$ cat src/rtl/tac_pkg.sv
package tac_pkg;
  typedef enum logic {
    MODE_LATCH = 1'b0,
    MODE_HYST  = 1'b1
  } alert_mode_e;
endpackage

$ cat src/rtl/tac_chan.sv
module tac_chan #(
  parameter int TW = 8
) (
  input  logic          clk,
  input  logic          rst_n,
  input  logic [TW-1:0] temp_i,
  input  logic [TW-1:0] hi_i,
  input  logic [TW-1:0] lo_i,
  input  logic [TW-1:0] hyst_i,
  output logic          over_o,
  output logic          under_o,
  output logic          hot_nxt_o
);
  localparam int EW = TW + 2;
  localparam logic signed [EW-1:0] MIN_VAL = -(2 ** (TW - 1));

  function automatic logic gt_signed(input logic [TW-1:0] a, input logic [TW-1:0] b);
    return $signed(a) > $signed(b);
  endfunction

  function automatic logic [TW-1:0] release_level(input logic [TW-1:0] hi,
                                                  input logic [TW-1:0] hy);
    logic signed [EW-1:0] diff;
    diff = $signed({{2{hi[TW-1]}}, hi}) - $signed({2'b00, hy});
    if (diff < MIN_VAL) return MIN_VAL[TW-1:0];
    return diff[TW-1:0];
  endfunction

  logic          hot_q;
  logic [TW-1:0] rel_lvl;
  logic          below_rel;

  assign over_o    = gt_signed(temp_i, hi_i);
  assign under_o   = gt_signed(lo_i, temp_i);
  assign rel_lvl   = release_level(hi_i, hyst_i);
  assign below_rel = gt_signed(rel_lvl, temp_i);

  always_comb begin
    hot_nxt_o = hot_q;
    if (over_o)         hot_nxt_o = 1'b1;
    else if (below_rel) hot_nxt_o = 1'b0;
  end

  always_ff @(posedge clk or negedge rst_n) begin
    if (!rst_n) hot_q <= 1'b0;
    else        hot_q <= hot_nxt_o;
  end
endmodule

$ cat src/rtl/tac_stat.sv
module tac_stat (
  input  logic clk,
  input  logic rst_n,
  input  logic hyst_mode_i,
  input  logic rd_clr_i,
  input  logic over_i,
  input  logic under_i,
  input  logic fault_i,
  input  logic cmp_alert_i,
  output logic sh_nxt_o,
  output logic sl_nxt_o,
  output logic sf_nxt_o,
  output logic sh_o,
  output logic sl_o,
  output logic sf_o
);
  function automatic logic sticky(input logic cond, input logic cur, input logic rd);
    return cond | (cur & ~rd);
  endfunction

  always_comb begin
    sl_nxt_o = sticky(under_i, sl_o, rd_clr_i);
    sf_nxt_o = sticky(fault_i, sf_o, rd_clr_i);
    if (hyst_mode_i) sh_nxt_o = cmp_alert_i & (sh_o | over_i);
    else             sh_nxt_o = sticky(over_i, sh_o, rd_clr_i);
  end

  always_ff @(posedge clk or negedge rst_n) begin
    if (!rst_n) begin
      sh_o <= 1'b0;
      sl_o <= 1'b0;
      sf_o <= 1'b0;
    end else begin
      sh_o <= sh_nxt_o;
      sl_o <= sl_nxt_o;
      sf_o <= sf_nxt_o;
    end
  end
endmodule

$ cat src/rtl/thermal_alert_ctrl.sv
module thermal_alert_ctrl
  import tac_pkg::*;
#(
  parameter int NCH = 3,
  parameter int TW  = 8
) (
  input  logic              clk,
  input  logic              rst_n,
  input  logic [NCH*TW-1:0] temp_i,
  input  logic [NCH*TW-1:0] hi_lim_i,
  input  logic [NCH*TW-1:0] lo_lim_i,
  input  logic [NCH-1:0]    fault_i,
  input  logic [TW-1:0]     hyst_i,
  input  logic              mode_i,
  input  logic              gmask_i,
  input  logic [NCH-1:0]    chmask_i,
  input  logic              rd_clr_i,
  output logic              alert_n_o,
  output logic [NCH-1:0]    st_hi_o,
  output logic [NCH-1:0]    st_lo_o,
  output logic [NCH-1:0]    st_flt_o
);
  logic           hyst_mode;
  logic [NCH-1:0] over_w, under_w, hot_nxt_w;
  logic [NCH-1:0] sh_nxt_w, sl_nxt_w, sf_nxt_w;
  logic           cmp_alert_w, int_alert_w, alert_nxt_w;
  logic           alert_n_q;

  assign hyst_mode = (mode_i == MODE_HYST);

  for (genvar g = 0; g < NCH; g++) begin : g_ch
    tac_chan #(.TW(TW)) u_chan (
      .clk      (clk),
      .rst_n    (rst_n),
      .temp_i   (temp_i[g*TW +: TW]),
      .hi_i     (hi_lim_i[g*TW +: TW]),
      .lo_i     (lo_lim_i[g*TW +: TW]),
      .hyst_i   (hyst_i),
      .over_o   (over_w[g]),
      .under_o  (under_w[g]),
      .hot_nxt_o(hot_nxt_w[g])
    );

    tac_stat u_stat (
      .clk        (clk),
      .rst_n      (rst_n),
      .hyst_mode_i(hyst_mode),
      .rd_clr_i   (rd_clr_i),
      .over_i     (over_w[g]),
      .under_i    (under_w[g]),
      .fault_i    (fault_i[g]),
      .cmp_alert_i(cmp_alert_w),
      .sh_nxt_o   (sh_nxt_w[g]),
      .sl_nxt_o   (sl_nxt_w[g]),
      .sf_nxt_o   (sf_nxt_w[g]),
      .sh_o       (st_hi_o[g]),
      .sl_o       (st_lo_o[g]),
      .sf_o       (st_flt_o[g])
    );
  end

  assign cmp_alert_w = |(hot_nxt_w & ~chmask_i);
  assign int_alert_w = ~gmask_i & |((sh_nxt_w | sl_nxt_w | sf_nxt_w) & ~chmask_i);
  assign alert_nxt_w = hyst_mode ? cmp_alert_w : int_alert_w;

  always_ff @(posedge clk or negedge rst_n) begin
    if (!rst_n) alert_n_q <= 1'b1;
    else        alert_n_q <= ~alert_nxt_w;
  end

  assign alert_n_o = alert_n_q;
endmodule

$ cat config.mk
export PLATFORM = sky130hd
export DESIGN_NAME = thermal_alert_ctrl
export DESIGN_NICKNAME = d
export VERILOG_FILES = /design/src/rtl/tac_pkg.sv /design/src/rtl/tac_chan.sv /design/src/rtl/tac_stat.sv /design/src/rtl/thermal_alert_ctrl.sv
export SDC_FILE = /design/constraint.sdc
export NUM_CORES = 1
export LEC_CHECK = 0
export CAP_MARGIN = 40
export CORE_UTILIZATION = 40
export DETAILED_ROUTE_END_ITERATION = 8
export DONT_BUFFER_PORTS = 1
export GPL_TIMING_DRIVEN = 0
export PLACE_DENSITY = 0.59
export SLEW_MARGIN = 20
export SYNTH_ARGS = -nofsm -noshare
export SYNTH_HDL_FRONTEND = slang
export SYNTH_SLANG_ARGS = --single-unit
$ cat constraint.sdc
create_clock -name clk -period 1.8 [get_ports clk]
set_input_delay 0.09 -clock clk [delete_from_list [all_inputs] [get_ports clk]]
set_output_delay 0.09 -clock clk [all_outputs]
set_load 0.05 [all_outputs]
== After elaboration in Yosys (flattened, before gate mapping) ==
Index checks and enable logic that the tools add are counted.
Storage, ports and cells
  register bits after elaboration: 13
  bits of input ports: 91
  output and inout port bits: 10
  logic and storage cells: 82
Cells by class
  $add $sub $neg: 3
  magnitude comparators: 12
  mux-type cells: 19
  bitwise operators: 33
  reductions and logical operators: 2
Operator list (count)
  > comparator 8 bit: 9
  2-to-1 mux 8 bit: 6
  < comparator 10 x 8 -> 1 bit, second input constant: 3
  subtractor 8 x 9 -> 10 bit: 3
  bitwise AND 1 bit: 13
  2-to-1 mux 1 bit: 13
  OR 1 bit: 12
  bitwise AND 3 bit: 2
  OR 3 bit: 2
  OR reduction 3 bit: 2
  inverter 1 bit: 3
  inverter 3 bit: 1

== Logic depth before layout (Yosys ltp) ==
  word-level depth: 18
  depth in mapped cells: 20
  depth with buffers taken out: 19

== Modules after synthesis ==
From an unflattened synthesis, not the netlist that was laid out.
Unflattened totals
  cells, all modules: 488
  area, all modules: 3833.7 µm²
By module, submodules not included
  tac_chan at g_ch[1].u_chan ...: instances 2, cells an instance 150, area an instance 1117.3 µm², sequential area each 25.0 µm²
  tac_chan at g_ch[0].u_chan: instances 1, cells an instance 146, area an instance 1122.3 µm², sequential area each 25.0 µm²
  tac_stat: instances 3, cells an instance 10, area an instance 126.4 µm², sequential area each 75.1 µm²
  thermal_alert_ctrl: instances 1, cells an instance 12, area an instance 97.6 µm², sequential area each 26.3 µm²

== Worst setup path before layout ==
No wires, ideal clock.
  kind: in2reg
  start: input port hi_lim_i[8]
  end: register g_ch[1].u_stat.sh_o
  library setup time: 0.136 ns
  data arrival time: 3.272 ns
  slack: -1.608 ns
  stages: 20
  path buffers: 1
  path through: inv_1 -> ha_1 -> inv_1 -> fa_1 -> a21o_1 -> a21oi_1 -> o21ai_0 -> nor2b_1 -> xnor2_1 -> or3_1 -> clkbuf_1 -> a21o_1 -> ha_1 -> nand2b_1 -> a211oi_1 -> nor3_1 -> a21oi_1 -> a21oi_1 -> nor4_1 -> nor2_1
Between the ends
  cells in the longest elaborated chain, start to end: 11
  elaborated cells on any way between the ends: 14
  classes of those cells: add/sub: 1; order compare: 3; mux: 5; bitwise: 4; reduce/logical: 1
RTL lines
  start, declared: RTL line thermal_alert_ctrl.sv:10  | input logic [NCH*TW-1:0] hi_lim_i,
  subtractor 8 x 9 -> 10 bit: RTL line tac_chan.sv:24  | diff = $signed({{2{hi[TW-1]}}, hi}) - $signed({2'b00, hy});
  < comparator 10 x 8 -> 1 bit: RTL line tac_chan.sv:25  | if (diff < MIN_VAL) return MIN_VAL[TW-1:0];
  2-to-1 mux 1 bit: RTL line tac_chan.sv:25
  2-to-1 mux 8 bit: RTL line tac_chan.sv:26  | return diff[TW-1:0];
  > comparator 8 bit: RTL line tac_chan.sv:18  | return $signed(a) > $signed(b);
  2-to-1 mux 1 bit: RTL line tac_chan.sv:41  | else if (below_rel) hot_nxt_o = 1'b0;
  2-to-1 mux 1 bit: RTL line tac_chan.sv:40  | if (over_o) hot_nxt_o = 1'b1;
  bitwise AND 3 bit: RTL line thermal_alert_ctrl.sv:62  | assign cmp_alert_w = |(hot_nxt_w & ~chmask_i);
  OR reduction 3 bit: RTL line thermal_alert_ctrl.sv:62
  bitwise AND 1 bit: RTL line tac_stat.sv:24  | if (hyst_mode_i) sh_nxt_o = cmp_alert_i & (sh_o | over_i);
  2-to-1 mux 1 bit (*): RTL line tac_stat.sv:24
  named net g_ch[1].u_stat.sh_nxt_o: RTL line tac_stat.sv:10  | output logic sh_nxt_o,
  end signal, assigned: RTL line tac_stat.sv:34  | sh_o <= sh_nxt_o;
  end, declared: RTL line tac_stat.sv:13  | output logic sh_o,
Mark *: on every way through the listed nets, which the timed path passes. The rest lies on a longest branch.

== Final worst setup path ==
  start: input port hyst_i[1]
  end: register alert_n_q (netlist: alert_n_o)
Between the ends
  cells in the longest elaborated chain, start to end: 18
  elaborated cells on any way between the ends: 36
  classes of those cells: add/sub: 3; order compare: 6; mux: 16; bitwise: 9; reduce/logical: 2
RTL lines
  start, declared: RTL line thermal_alert_ctrl.sv:13  | input logic [TW-1:0] hyst_i,
  subtractor 8 x 9 -> 10 bit: RTL line tac_chan.sv:24
  < comparator 10 x 8 -> 1 bit: RTL line tac_chan.sv:25
  2-to-1 mux 1 bit: RTL line tac_chan.sv:25
  2-to-1 mux 8 bit: RTL line tac_chan.sv:26
  > comparator 8 bit: RTL line tac_chan.sv:18
  2-to-1 mux 1 bit: RTL line tac_chan.sv:41
  2-to-1 mux 1 bit: RTL line tac_chan.sv:40
  bitwise AND 3 bit (*): RTL line thermal_alert_ctrl.sv:62
  OR reduction 3 bit (*): RTL line thermal_alert_ctrl.sv:62
  bitwise AND 1 bit: RTL line tac_stat.sv:24
  2-to-1 mux 1 bit: RTL line tac_stat.sv:24
  OR 3 bit (2 in series): RTL line thermal_alert_ctrl.sv:63  | assign int_alert_w = ~gmask_i & |((sh_nxt_w | sl_nxt_w | sf_nxt_w) & ~chmask_i);
  bitwise AND 3 bit: RTL line thermal_alert_ctrl.sv:63
  OR reduction 3 bit: RTL line thermal_alert_ctrl.sv:63
  bitwise AND 1 bit: RTL line thermal_alert_ctrl.sv:63
  2-to-1 mux 1 bit (*): RTL line thermal_alert_ctrl.sv:64  | assign alert_nxt_w = hyst_mode ? cmp_alert_w : int_alert_w;
  inverter 1 bit (*): RTL line thermal_alert_ctrl.sv:68  | else alert_n_q <= ~alert_nxt_w;
  end signal, assigned: RTL line thermal_alert_ctrl.sv:68
  end, declared: RTL line thermal_alert_ctrl.sv:27  | logic alert_n_q;
Mark *: on every way between the ends. The rest lies on a longest branch, timed or not.

==> run_results.csv <==
group,metric,value,unit
yosys,synth.most_common_cell,"ha_1",
run_status,failed_checks,"DRC, setup timing",
pwr,combPwrFrac,70.5,%
pwr,power.internal,1.16,mW
pwr,peakVddDrop,0.253,mV
timing,finalSetupTns,-8850,ps
pwr,swShare,46.2,%
placement,gp_congestion,0.874,
timing,skew,4.29,ps
placement,dp_slack,-2080,ps
timing,worst_pin_slew,574,ps
worst_setup_path,arrival,3460,ps
timing,min_period,3290,ps
route,vias_per_cell,5.62,
run,cap_viol_max_count,0,
timing,report.final.slew_viol_count,0,
worst_setup_path,cp-end-kind,"flop",
clock_tree,clock_sinks,13,
clock_tree,htree_levels,1,
yosys,synth_flop_cell,"dfrtp_1",
global_routing,grt-ovfl-total,0,
cells_and_area,diodes,0,
cells_and_area,multi_input_area,0.00327,sq mm
placement,port-buffer-count,0,
yosys,synth-seq-cells,13,
yosys,yosys_warnings,0,
route,drt_iter0_markers,111,
worst_setup_path,slowest_stage,"fa_2",
yosys,syn-cell-area,0.00370,sq mm
cells_and_area,fillers,886,
yosys,yosys-top-cells-count,"ha_1, inv_1, a21oi_1",
cells_and_area,seq_area,327,sq um
route,wl_per_cell,16.0,um
global_routing,antenna_found_initial,0,
floorplan,die_height,98.2,um
clock_tree,cts_inserted_buffers,3,
yosys,synth_top_area_share,33.5,%
route,first_pass_iters,6,
pwr,p_leak,2.16,nW
yosys,synth-seq-area-share,8.82,%
floorplan,dieWidth,98.2,um
worst_setup_path,reg2reg_slack,210,ps
global_routing,grt_pass1_wl,15.7,mm
floorplan,core_area,0.00885,sq mm
timing,hold_viol_final,0,
worst_setup_path,cpMostUsedCell,"a21oi_2",
route,wirelength,9.73,mm
worst_setup_path,critPathRequiredTime,1970,ps
run_status,outcome,"finished with violations",
yosys,synthesis.nets,675,
pwr,p_sw,0.995,mW
floorplan,initial_core_util,41.8,%
clock_tree,root_buffer,"clkbuf_8",
global_routing,grt_max_degree,14,
min_path,hp-class,"in2reg",
floorplan,num_rows,34,
worst_setup_path,startpoint_type,"input port",
pwr,pwr-share-seq,17.7,%
worst_setup_path,cp_max_fo,7,
yosys,synth_edf_count,0,
yosys,syn_area_per_cell,7.68,sq um
timing,clock.fmax,304,MHz
clock_tree,clk_latency,240,ps
yosys,synth_area_leader_cell,"ha_1",
pwr,power_density,495,mW/mm^2
timing,relSlewSlack,61.6,%
clock_tree,cts_tree,"done",
timing,report.final.setup_viol,7,
yosys,ys_async_sr_fraction,100,%
route,num_vias,3431,
clock_tree,clkTransAtPathRegs,50,ps
cells_and_area,drive_gt1_share,19.1,%
timing,fin_ws,-1490,ps
clock_tree,clk_path_buf_depth,2,
yosys,synth.area.top_cells,"ha_1, inv_1, dfrtp_1, a21oi_1, o21ai_0",
pwr,clock_power_share,11.8,%
worst_setup_path,path_class,"in2reg",
yosys,syn_inst,482,
placement,dp_hpwl,8.49,mm
floorplan,die_area,0.00964,sq mm
cells_and_area,syn_to_final_growth,17.5,%
timing,rsz0062_at_grt,"true",
timing,timing.final.crit_share,183,%
cells_and_area,fin_nets,696,
worst_setup_path,crit_chain,"clkinvlp_4 > fa_2 > a21o_1 > a21oi_2 > nor2b_2 > o41ai_4 > xnor2_1 > or3_1 > buf_6 > a211oi_2 > ha_1 > a21oi_2 > o22ai_2 > nor3_2 > a21oi_2 > a31oi_4 > o41ai_2 > a31o_2",
global_routing,first_global_vias,3565,
yosys,synth_cell_types,56,
worst_setup_path,slowest_delay,450,ps
route,drc,7,
global_routing,grt.total_usage,19.9,%
floorplan,io_pins,101,
route,ant_nets,0,
[placed cells by master (no fill, tap or decap), types with 3 or more instances in the layout]
| cell type | instances |
|---|---|
| a2111oi_0 | 3 |
| a211oi_2 | 6 |
| a21o_1 | 14 |
| a21oi_1 | 29 |
| a21oi_2 | 16 |
| a31oi_1 | 3 |
| and3_1 | 3 |
| buf_4 | 21 |
| clkbuf_8 | 3 |
| dfrtp_1 | 12 |
| dlygate4sd3_1 | 4 |
| ha_1 | 95 |
| inv_1 | 87 |
| nand2_1 | 17 |
| nand3_1 | 12 |
| nand4_1 | 11 |
| nor2_1 | 17 |
| nor2b_1 | 10 |
| nor3_1 | 10 |
| o211a_1 | 3 |
| o211ai_1 | 3 |
| o21a_1 | 4 |
| o21ai_0 | 13 |
| o21ai_1 | 6 |
| o21ai_2 | 5 |
| o21bai_1 | 6 |
| o22ai_1 | 3 |
| or2_2 | 3 |
| or3_1 | 4 |
| xnor2_1 | 10 |
| xor2_1 | 4 |
[per-layer routing]
metal  up-vias  global-route usage (%)  share of wire (%)
li1       1765                       -                  -
met1      1582                    24.1                 43
met2        76                    38.1                 51
met3         8                    2.51                4.7
met4         0                    3.10                1.3
met5         -                       0                  0
[power by group through the flow]
stage / clock (mW) / combinational (mW) / sequential, mW
after floorplan: 0 / 1.07 / 0.375
after global placement: 0 / 1.26 / 0.383
after detailed placement: 0 / 1.29 / 0.383
after CTS: 0.259 / 1.43 / 0.380
after global routing: 0.271 / 1.69 / 0.386
final: 0.253 / 1.52 / 0.381
[critical path: cells and delay by family]
family                   cells  cell delay, ps
AO/OA/AOI/OAI               10            1560
XOR/XNOR                     1             110
adder cells (fa/ha/maj)      2             740
buffers and inverters        2             320
AND/OR/NAND/NOR              3             620
[path summary, 6_finish.rpt]
| path | from | to | cells after the start |
|---|---|---|---|
| worst max-delay path | hyst_i[1] | alert_n_o | 18 |
| worst max register to register | g_ch[0].u_chan.hot_q | alert_n_o | 6 |
| worst min register to register | g_ch[2].u_stat.sf_o | g_ch[2].u_stat.sf_o | 1 |
| worst min-delay path | gmask_i | alert_n_o | 3 |
| max in group asynchronous | rst_n | g_ch[2].u_chan.hot_q | 1 |
| min in group asynchronous | rst_n | g_ch[1].u_stat.sl_o | 1 |
[per-stage QoR]
stage / cells / util, % / total power, mW / cell area [sq um] / hold WS [ps]
after floorplan: 482 / - / 1.45 / 3820 / -206
after global placement: 590 / 44.7 / 1.64 / 3950 / -205
after detailed placement: 590 / 44.7 / 1.68 / 3950 / -205
after CTS: 605 / 47.6 / 2.06 / 4210 / 59.0
after global routing: 610 / 49.2 / 2.35 / 4350 / 65.1
final: 610 / 49.2 / 2.15 / 4350 / 58.6
[flip-flops by register name (all words and copies together), names as in the netlist]
name,cells
alert_n_o,1
g_ch.u_chan.hot_q,3
g_ch.u_stat.sf_o,3
g_ch.u_stat.sh_o,3
g_ch.u_stat.sl_o,3
[what timing repair did]
action / in CTS / in global routing
cloned: 0 / 0
hold buffers: 4 / 0
endpoints found under the setup margin: 7 / 7
setup buffers: 7 / 5
hold endpoints to repair: 16 / 0
resized for setup: 25 / 24
pin swaps: 10 / 10
[cells by family after synthesis]
family / Yosys count / share of synthesized area (%)
adders and majority gates: 102 / 35.1
DFF: 13 / 8.82
and+or+nand+nor: 102 / 14.2
xor gates and xnor gates: 14 / 3.31
buffers and inverters: 103 / 11.6
AOI/OAI and AO/OA: 147 / 26.8
muxes: 1 / 0.270
[area by class of cell]
class | count | share of cell area, %
Buffer | 11 | 2.16
Clock buffer | 4 | 1.04
Inverter | 92 | 8.14
Multi-Input combinational cell | 366 | 75.1
Sequential cell | 13 | 7.51
Tap cell | 108 | 3.11
Timing Repair Buffer | 16 | 2.99
(Power assumes the default switching activity.)
